### src/rtl/wsu_pkg.sv
// Package: shared operation and write-select encodings for the window
// state tracker. Assumes a 3-bit operation code and a 3-bit selector.
package wsu_pkg;

    typedef enum logic [2:0] {
        OP_NONE     = 3'd0,
        OP_MOVE_IN  = 3'd1,
        OP_MOVE_OUT = 3'd2,
        OP_FLUSH    = 3'd3,
        OP_SPILLED  = 3'd4,
        OP_FILLED   = 3'd5,
        OP_WRITE    = 3'd6,
        OP_RSVD     = 3'd7
    } wsu_op_e;

    typedef enum logic [2:0] {
        SEL_FREE    = 3'd0,
        SEL_REFILL  = 3'd1,
        SEL_CLEAN   = 3'd2,
        SEL_FOREIGN = 3'd3,
        SEL_TSEL    = 3'd4,
        SEL_PTR     = 3'd5,
        SEL_RSVD6   = 3'd6,
        SEL_RSVD7   = 3'd7
    } wsu_sel_e;

endpackage

### src/rtl/wsu_trap_unit.sv
// Trap decision: from the current counters decides whether a move-in,
// move-out or flush may proceed (commit) or must trap, computes the trap
// code, and registers it as a one-cycle request.
// Assumes counters are sampled before the operation's own update.
module wsu_trap_unit
    import wsu_pkg::*;
#(
    parameter int              NWIN       = 8,
    parameter int              CW         = 5,
    parameter int              WSW        = 6,
    parameter int              TTW        = 9,
    parameter logic [TTW-1:0]  SPILL_BASE = 9'h080,
    parameter logic [TTW-1:0]  FILL_BASE  = 9'h0C0,
    parameter logic [TTW-1:0]  CLEAN_BASE = 9'h024,
    parameter logic [TTW-1:0]  OTHER_FLAG = 9'h020
) (
    input  logic            clk,
    input  logic            rst_n,
    input  logic            op_valid,
    input  wsu_op_e         op,
    input  logic [CW-1:0]   free_cnt,
    input  logic [CW-1:0]   refill_cnt,
    input  logic [CW-1:0]   clean_cnt,
    input  logic [CW-1:0]   foreign_cnt,
    input  logic [WSW-1:0]  trap_sel,
    output logic            commit,
    output logic            trap_valid,
    output logic [TTW-1:0]  trap_type
);
    localparam logic [CW-1:0] FLUSH_OK = CW'(NWIN - 2);
    localparam int            HALF     = WSW / 2;

    logic [TTW-1:0] variant;
    logic           req;
    logic [TTW-1:0] code;

    // Variant bits: foreign windows pick the upper field plus the flag.
    always_comb begin
        if (foreign_cnt != '0)
            variant = OTHER_FLAG | (TTW'(trap_sel[WSW-1:HALF]) << 2);
        else
            variant = TTW'(trap_sel[HALF-1:0]) << 2;
    end

    // Decide trap or commit for the presented operation.
    always_comb begin
        req    = 1'b0;
        code   = '0;
        commit = 1'b0;
        if (op_valid) begin
            case (op)
                OP_MOVE_IN: begin
                    if (free_cnt == '0) begin
                        req  = 1'b1;
                        code = SPILL_BASE | variant;
                    end else if (clean_cnt == refill_cnt) begin
                        req  = 1'b1;
                        code = CLEAN_BASE;
                    end else begin
                        commit = 1'b1;
                    end
                end
                OP_MOVE_OUT: begin
                    if (refill_cnt == '0) begin
                        req  = 1'b1;
                        code = FILL_BASE | variant;
                    end else begin
                        commit = 1'b1;
                    end
                end
                OP_FLUSH: begin
                    if (free_cnt != FLUSH_OK) begin
                        req  = 1'b1;
                        code = SPILL_BASE | variant;
                    end
                end
                default: commit = 1'b0;
            endcase
        end
    end

    // Register the request as a one-cycle pulse.
    always_ff @(posedge clk) begin
        if (!rst_n) begin
            trap_valid <= 1'b0;
            trap_type  <= '0;
        end else begin
            trap_valid <= req;
            trap_type  <= req ? code : '0;
        end
    end

    // A trap may only follow an operation presented in the previous cycle.
    assert_trap_after_op_R11: assert property (@(posedge clk) disable iff (!rst_n)
        trap_valid |-> $past(op_valid));

    // A flush never commits a counter change.
    assert_flush_no_commit_R7: assert property (@(posedge clk) disable iff (!rst_n)
        (op_valid && op == OP_FLUSH) |-> !commit);

endmodule

### src/rtl/wsu_counters.sv
// Counter bank: holds the free, refillable, clean and foreign window
// counts and the trap-selection register, and applies each operation's
// update. Assumes commit already accounts for any trap condition.
module wsu_counters
    import wsu_pkg::*;
#(
    parameter int NWIN = 8,
    parameter int CW   = 5,
    parameter int WSW  = 6
) (
    input  logic            clk,
    input  logic            rst_n,
    input  logic            op_valid,
    input  wsu_op_e         op,
    input  wsu_sel_e        sel,
    input  logic [WSW-1:0]  wr_val,
    input  logic            commit,
    output logic [CW-1:0]   free_cnt,
    output logic [CW-1:0]   refill_cnt,
    output logic [CW-1:0]   clean_cnt,
    output logic [CW-1:0]   foreign_cnt,
    output logic [WSW-1:0]  trap_sel
);
    localparam logic [CW-1:0] FREE_RST  = CW'(NWIN - 2);
    localparam logic [CW-1:0] CLEAN_MAX = CW'(NWIN - 1);
    localparam logic [CW-1:0] ONE       = CW'(1);

    // Apply resets, moves, spill/fill notes and register writes.
    always_ff @(posedge clk) begin
        if (!rst_n) begin
            free_cnt    <= FREE_RST;
            refill_cnt  <= '0;
            clean_cnt   <= '0;
            foreign_cnt <= '0;
            trap_sel    <= '0;
        end else if (op_valid) begin
            case (op)
                OP_MOVE_IN: begin
                    if (commit) begin
                        free_cnt   <= free_cnt - ONE;
                        refill_cnt <= refill_cnt + ONE;
                    end
                end
                OP_MOVE_OUT: begin
                    if (commit) begin
                        free_cnt   <= free_cnt + ONE;
                        refill_cnt <= refill_cnt - ONE;
                    end
                end
                OP_SPILLED: begin
                    free_cnt <= free_cnt + ONE;
                    if (foreign_cnt != '0) foreign_cnt <= foreign_cnt - ONE;
                    else                   refill_cnt  <= refill_cnt - ONE;
                end
                OP_FILLED: begin
                    if (clean_cnt < CLEAN_MAX) clean_cnt <= clean_cnt + ONE;
                    if (foreign_cnt != '0) begin
                        foreign_cnt <= foreign_cnt - ONE;
                        refill_cnt  <= refill_cnt + ONE;
                    end else begin
                        free_cnt    <= free_cnt - ONE;
                        refill_cnt  <= refill_cnt + ONE;
                    end
                end
                OP_WRITE: begin
                    case (sel)
                        SEL_FREE:    free_cnt    <= wr_val[CW-1:0];
                        SEL_REFILL:  refill_cnt  <= wr_val[CW-1:0];
                        SEL_CLEAN:   clean_cnt   <= wr_val[CW-1:0];
                        SEL_FOREIGN: foreign_cnt <= wr_val[CW-1:0];
                        SEL_TSEL:    trap_sel    <= wr_val;
                        default:     trap_sel    <= trap_sel;
                    endcase
                end
                default: free_cnt <= free_cnt;
            endcase
        end
    end

    // A committed move-in shifts one window from free to refillable.
    assert_move_in_counts_R2: assert property (@(posedge clk) disable iff (!rst_n)
        (op_valid && op == OP_MOVE_IN && commit) |=>
            (free_cnt == $past(free_cnt) - ONE) && (refill_cnt == $past(refill_cnt) + ONE));

    // The clean count never climbs past its ceiling on a fill note.
    assert_clean_sat_R9: assert property (@(posedge clk) disable iff (!rst_n)
        (op_valid && op == OP_FILLED && clean_cnt >= CLEAN_MAX) |=> $stable(clean_cnt));

    // A spill note with foreign windows leaves the refillable count alone.
    assert_spilled_foreign_R8: assert property (@(posedge clk) disable iff (!rst_n)
        (op_valid && op == OP_SPILLED && foreign_cnt != '0) |=> $stable(refill_cnt));

endmodule

### src/rtl/wsu_pointer.sv
// Window pointer: steps down on a committed move-in and up on a committed
// move-out, with wrap at NWIN, and presents the value in reversed
// numbering. A write is reduced modulo NWIN and stored reversed.
module wsu_pointer
    import wsu_pkg::*;
#(
    parameter int NWIN = 8,
    parameter int DW   = 8,
    parameter int CWPW = $clog2(NWIN)
) (
    input  logic             clk,
    input  logic             rst_n,
    input  logic             op_valid,
    input  wsu_op_e          op,
    input  wsu_sel_e         sel,
    input  logic [DW-1:0]    wr_data,
    input  logic             commit,
    output logic [CWPW-1:0]  ptr_rd
);
    localparam logic [CWPW-1:0] PTR_MAX = CWPW'(NWIN - 1);
    localparam logic [CWPW-1:0] ONE     = CWPW'(1);

    logic [CWPW-1:0] ptr_q;
    logic [CWPW-1:0] wr_mod;

    // Reduce a written value into the legal window range.
    always_comb wr_mod = CWPW'(32'(wr_data) % NWIN);

    // Step or load the internal pointer.
    always_ff @(posedge clk) begin
        if (!rst_n) begin
            ptr_q <= '0;
        end else if (op_valid && commit && op == OP_MOVE_IN) begin
            ptr_q <= (ptr_q == '0) ? PTR_MAX : ptr_q - ONE;
        end else if (op_valid && commit && op == OP_MOVE_OUT) begin
            ptr_q <= (ptr_q == PTR_MAX) ? '0 : ptr_q + ONE;
        end else if (op_valid && op == OP_WRITE && sel == SEL_PTR) begin
            ptr_q <= PTR_MAX - wr_mod;
        end
    end

    // Reversed numbering toward software.
    always_comb ptr_rd = PTR_MAX - ptr_q;

    // Move-in advances the read value by one with wrap.
    assert_ptr_in_step_R2: assert property (@(posedge clk) disable iff (!rst_n)
        (op_valid && commit && op == OP_MOVE_IN) |=>
            ptr_rd == (($past(ptr_rd) == PTR_MAX) ? '0 : $past(ptr_rd) + ONE));

    // Move-out retreats the read value by one with wrap.
    assert_ptr_out_step_R6: assert property (@(posedge clk) disable iff (!rst_n)
        (op_valid && commit && op == OP_MOVE_OUT) |=>
            ptr_rd == (($past(ptr_rd) == '0) ? PTR_MAX : $past(ptr_rd) - ONE));

    // The read value is always a legal window index.
    assert_ptr_range_R10: assert property (@(posedge clk) disable iff (!rst_n)
        ptr_rd <= PTR_MAX);

endmodule

### src/rtl/win_state_unit.sv
// Top: register-window occupancy tracker. Decodes the operation, lets the
// trap unit decide commit or trap, and drives the counter bank and the
// window pointer. One operation per cycle; traps appear one cycle later.
module win_state_unit
    import wsu_pkg::*;
#(
    parameter int              NWIN       = 8,
    parameter int              CW         = 5,
    parameter int              WSW        = 6,
    parameter int              DW         = 8,
    parameter int              TTW        = 9,
    parameter int              CWPW       = $clog2(NWIN),
    parameter logic [TTW-1:0]  SPILL_BASE = 9'h080,
    parameter logic [TTW-1:0]  FILL_BASE  = 9'h0C0,
    parameter logic [TTW-1:0]  CLEAN_BASE = 9'h024,
    parameter logic [TTW-1:0]  OTHER_FLAG = 9'h020
) (
    input  logic             clk,
    input  logic             rst_n,
    input  logic             op_valid,
    input  logic [2:0]       op_code,
    input  logic [2:0]       wr_sel,
    input  logic [DW-1:0]    wr_data,
    output logic [CW-1:0]    free_cnt,
    output logic [CW-1:0]    refill_cnt,
    output logic [CW-1:0]    clean_cnt,
    output logic [CW-1:0]    foreign_cnt,
    output logic [WSW-1:0]   trap_sel,
    output logic [CWPW-1:0]  ptr_rd,
    output logic             trap_valid,
    output logic [TTW-1:0]   trap_type
);
    wsu_op_e  op;
    wsu_sel_e sel;
    logic     commit;

    // Decode the raw input codes into enumerated values.
    always_comb begin
        op  = wsu_op_e'(op_code);
        sel = wsu_sel_e'(wr_sel);
    end

    wsu_trap_unit #(
        .NWIN(NWIN), .CW(CW), .WSW(WSW), .TTW(TTW),
        .SPILL_BASE(SPILL_BASE), .FILL_BASE(FILL_BASE),
        .CLEAN_BASE(CLEAN_BASE), .OTHER_FLAG(OTHER_FLAG)
    ) u_trap (
        .clk(clk), .rst_n(rst_n), .op_valid(op_valid), .op(op),
        .free_cnt(free_cnt), .refill_cnt(refill_cnt), .clean_cnt(clean_cnt),
        .foreign_cnt(foreign_cnt), .trap_sel(trap_sel),
        .commit(commit), .trap_valid(trap_valid), .trap_type(trap_type)
    );

    wsu_counters #(.NWIN(NWIN), .CW(CW), .WSW(WSW)) u_cnt (
        .clk(clk), .rst_n(rst_n), .op_valid(op_valid), .op(op), .sel(sel),
        .wr_val(wr_data[WSW-1:0]), .commit(commit),
        .free_cnt(free_cnt), .refill_cnt(refill_cnt), .clean_cnt(clean_cnt),
        .foreign_cnt(foreign_cnt), .trap_sel(trap_sel)
    );

    wsu_pointer #(.NWIN(NWIN), .DW(DW), .CWPW(CWPW)) u_ptr (
        .clk(clk), .rst_n(rst_n), .op_valid(op_valid), .op(op), .sel(sel),
        .wr_data(wr_data), .commit(commit), .ptr_rd(ptr_rd)
    );

    // A trapped operation leaves every counter and the pointer unchanged.
    assert_trap_freeze_R3: assert property (@(posedge clk) disable iff (!rst_n)
        trap_valid |-> (free_cnt == $past(free_cnt)) && (refill_cnt == $past(refill_cnt))
                    && (clean_cnt == $past(clean_cnt)) && (ptr_rd == $past(ptr_rd)));

    // No state moves when no operation is presented.
    assert_idle_stable_R11: assert property (@(posedge clk) disable iff (!rst_n)
        !op_valid |=> $stable(free_cnt) && $stable(refill_cnt) && $stable(ptr_rd)
                      && $stable(foreign_cnt) && $stable(clean_cnt) && !trap_valid);

endmodule

### config.mk
export PLATFORM = sky130hd
export DESIGN_NAME = win_state_unit
export DESIGN_NICKNAME = d
export VERILOG_FILES = /design/src/rtl/wsu_pkg.sv /design/src/rtl/wsu_trap_unit.sv /design/src/rtl/wsu_counters.sv /design/src/rtl/wsu_pointer.sv /design/src/rtl/win_state_unit.sv
export SDC_FILE = /design/constraint.sdc
export NUM_CORES = 1
export LEC_CHECK = 0
export BUFFER_PORTS_ARGS = -buffer_cell sky130_fd_sc_hd__buf_2
export CAP_MARGIN = 20
export CORE_ASPECT_RATIO = 0.8
export CORE_MARGIN = 2
export CORE_UTILIZATION = 37
export CTS_CLUSTER_SIZE = 12
export DETAILED_ROUTE_END_ITERATION = 6
export SLEW_MARGIN = 10
export SYNTH_ARGS = -nofsm -noshare
export SYNTH_HDL_FRONTEND = slang
export SYNTH_SLANG_ARGS = --single-unit
### constraint.sdc
create_clock -name clk -period 2.3 [get_ports clk]
set_clock_uncertainty 0.1 [all_clocks]
set_input_delay 0.345 -clock clk [delete_from_list [all_inputs] [get_ports clk]]
set_output_delay 0.345 -clock clk [all_outputs]
set_load 0.02 [all_outputs]
==> impl_metrics.py <==
metrics = {
    "synth": {
        "netlist.area_leader.share_pct": 28.30,
        "synth.area.top_cells": "dfxtp_1 (28%), ha_1 (6.4%), nor2_1 (4.1%), mux2i_1 (3.9%), xnor2_1 (3.4%)",
        "synth-edff-count": 0,
        "synth_cell_types": 65,
        "synth.avg_cell_area_sq_um": 8.661,
        "synth_top_flop_cell": "dfxtp_1",
        "syn_inst": 294,
        "yosysWarnings": 0,
        "ys_seq_area_share_pct": 28.30,
        "netlist.top_cell.by_area": "dfxtp_1",
        "async_flop_share_pct": 0,
        "yosys_register_bits": 36,
        "syn-cell-area_sq_mm": 0.002546,
    },
    "clocking": {
        "cts_buffers": 5,
        "cts_resized": 0,
        "clock_latency_ns": 0.29,
        "clockRootBuffer": "clkbuf_8",
        "postCtsSetupRepairBufs": 0,
        "cts_buffer_depth": 2,
        "cts_hold_buf": 0,
        "cts_tree": "done",
        "htreeDepth": 2,
        "clock-sinks": 36,
        "cts.clk_slew.worst_paths_ns": 0.07,
    },
    "critical_path": {
        "crit_arrival_ns": 2.10,
        "r2r_cells": 7,
        "crit_fanout": 6,
        "crit_path_max_incr_delay_ns": 0.52,
        "crit_type": "flip-flop to flip-flop",
        "crit_start": "u_cnt.refill_cnt[0]$_SDFFE_PN0P_",
        "cp-end-kind": "flip-flop",
        "reg2reg_to": "u_cnt.refill_cnt[4]$_SDFFE_PN0P_",
        "start_kind": "flip-flop",
        "r2r_setup_slack_ns": 0.26,
        "cp_cell_sequence": "inv_1 -> fa_1 -> nor2b_1 -> o21ai_0 -> o211ai_1 -> nor3b_1 -> o32ai_2",
        "crit_end": "u_cnt.refill_cnt[4]$_SDFFE_PN0P_",
        "cp.required_ns": 2.36,
        "regToRegStartpoint": "u_cnt.refill_cnt[0]$_SDFFE_PN0P_",
        "critPathSlowestCell": "dfxtp_1",
    },
    "global_routing": {
        "grt_max_degree": 18,
        "grt_pass1_wl_mm": 11.74,
        "grt_overflow_total": 0,
        "track_usage_pct": 19.28,
        "antenna_found_initial": 0,
        "grt_pass1_vias": 2301,
    },
    "power_and_ir_drop": {
        "vdd_drop_max_v": 0.0002909,
        "powerDensity_mw_per_mm2": 587.6,
        "cellLeakagePower_nw": 1.343,
    },
    "final_layout": {
        "drive_above_1_share_pct": 26.97,
        "final_area_sq_mm": 0.003044,
        "nets": 387,
        "final_common_cell": "buf_2",
        "register_area_sq_um": 720.7,
        "multiInputGateArea_sq_mm": 0.001690,
        "syn2layout_area_growth_pct": 19.56,
        "fillers": 708,
        "most-common-layout-cells": "buf_2 (50), dfxtp_1 (36), nor2_1 (28)",
        "antenna_cells": 0,
    },
    "drt": {
        "dr_total_vias": 2458,
        "viasPerCell": 5.549,
        "dr.first_iter.drc_count": 224,
        "ant_nets": 0,
        "route.final.wire_length_mm": 7.185,
        "dr.pass1.iters": 4,
        "drc_errors": 0,
        "wl_per_cell_um": 16.22,
    },
    "sta": {
        "max_clock_freq_mhz": 491.3,
        "final-setup-viol-count": 0,
        "worst_slack_ns": 0.2645,
        "finalMaxSlewViolations": 0,
        "period_minus_slack_ns": 2.036,
        "rsz0062_at_grt": "no",
        "min_period_over_period_pct": 88.50,
        "finalHoldViolations": 0,
        "max-slew-margin-rel_pct": 62.92,
        "tightest_slew_ns": 0.5556,
    },
    "floorplan": {
        "io_pins": 56,
        "num_rows": 27,
        "die_w_um": 96.75,
        "die_h_um": 78.20,
        "die_area_sq_mm": 0.007565,
        "initial_utilization_pct": 37.69,
        "coreArea_sq_mm": 0.006756,
    },
    "run_status": {
        "status": "complete, no violations",
    },
    "placement": {
        "placed_cell_area_sq_mm": 0.002954,
        "gp_congestion": 0.9551,
        "io_buffers": 50,
        "hpwl_mm": 5.581,
        "dp_slack_ns": -0.02213,
    },
    "worst_hold_path": {
        "hp-class": "primary input to flip-flop",
    },
    "job": {
        "drv_cap": 0,
    },
}
-- worst max-delay path, delay by kind of cell (launching register included) --
| family | cells | cell delay (ns) |
|---|---|---|
| buf+inv | 1 | 0.14 |
| fa+ha+maj | 1 | 0.47 |
| simple gates | 2 | 0.36 |
| flops | 1 | 0.52 |
| compound gates | 3 | 0.32 |
-- final cells by class --
cell class                      instances  area share, %
Sequential cell                        36          23.67
Tap cell                               87          3.576
Multi-Input combinational cell        228          55.53
Inverter                               19          2.343
Timing Repair Buffer                   65          11.92
Clock buffer                            8          2.959
-- how the worst min path moves through the flow --
stage	from	endpoint	slack, ns	cells after the start
CTS	wr_data[5]	u_cnt.trap_sel[5]$_SDFFE_PN0P_	0.20	3
global placement	u_cnt.foreign_cnt[1]$_SDFFE_PN0P_	u_cnt.foreign_cnt[1]$_SDFFE_PN0P_	0.38	2
floorplan	u_ptr.ptr_q[0]$_SDFFE_PN0P_	u_ptr.ptr_q[0]$_SDFFE_PN0P_	0.37	1
global route	wr_data[5]	u_cnt.trap_sel[5]$_SDFFE_PN0P_	0.22	3
detailed placement	u_cnt.foreign_cnt[1]$_SDFFE_PN0P_	u_cnt.foreign_cnt[1]$_SDFFE_PN0P_	0.38	2
finish	wr_data[5]	u_cnt.trap_sel[5]$_SDFFE_PN0P_	0.20	3
-- cell usage after synthesis, drive strengths merged, types with 3 or more instances --
master and instances:
a21oi 17, o21a 5, a21boi 3, mux2i 10, inv 19, nor2 29
a311oi 5, nand2b 4, a211oi 3, o211ai 8, nand2 21, o211a 6
or3 5, o21ai 12, dfxtp 36, a21o 6, xnor2 10, a31oi 4
ha 13, a211o 3, clkbuf 5, nor4 3, buf 8, nor4b 3
nor3 10, nand3 11
-- state kept, by name, summed over array words and instances, names as in the netlist --
signal,flops
u_cnt.trap_sel,6
u_cnt.clean_cnt,5
u_ptr.ptr_q,3
u_cnt.free_cnt,5
u_trap.trap_valid,1
u_cnt.refill_cnt,5
u_cnt.foreign_cnt,5
u_trap.trap_type,6
-- power by group --
group	switching [mW]	internal, mW
registers	0.0551	0.657
logic	0.348	0.260
clock network	0.225	0.244
-- cell families (layout without fill, tap and decap cells) --
logic type	Yosys count	count (layout)	share of synthesized area (%)
adder cells (fa/ha/maj)	15	15	7.961
buffers and inverters	32	92	5.700
flip-flops	36	36	28.30
AO/OA/AOI/OAI	89	89	27.72
multiplexers	10	10	3.931
XOR/XNOR	11	11	4.324
other	1	3	0.1473
AND/OR/NAND/NOR	100	100	21.92
-- metrics by stage --
stage               hold WS, ns  util, %  std cells  power, mW  setup TNS, ns
floorplan                0.3717        -        296      1.149              0
global placement         0.3792    43.72        435      1.320       -0.01764
detailed placement       0.3838    43.72        435      1.331       -0.02213
CTS                      0.1973    45.06        443      1.803              0
global route             0.2161    45.06        443      1.902              0
finish                   0.1977    45.06        443      1.789              0
-- routing by layer --
layer / up-vias / track usage, % / wire length [um]
li1: 1203 / - / -
met2: 82 / 29.10 / 3100
met3: 11 / 4.096 / 523
met5: - / 0 / 0
met1: 1162 / 27.97 / 3469
met4: 0 / 4.789 / 91
Power figures use the tool's default switching activity.
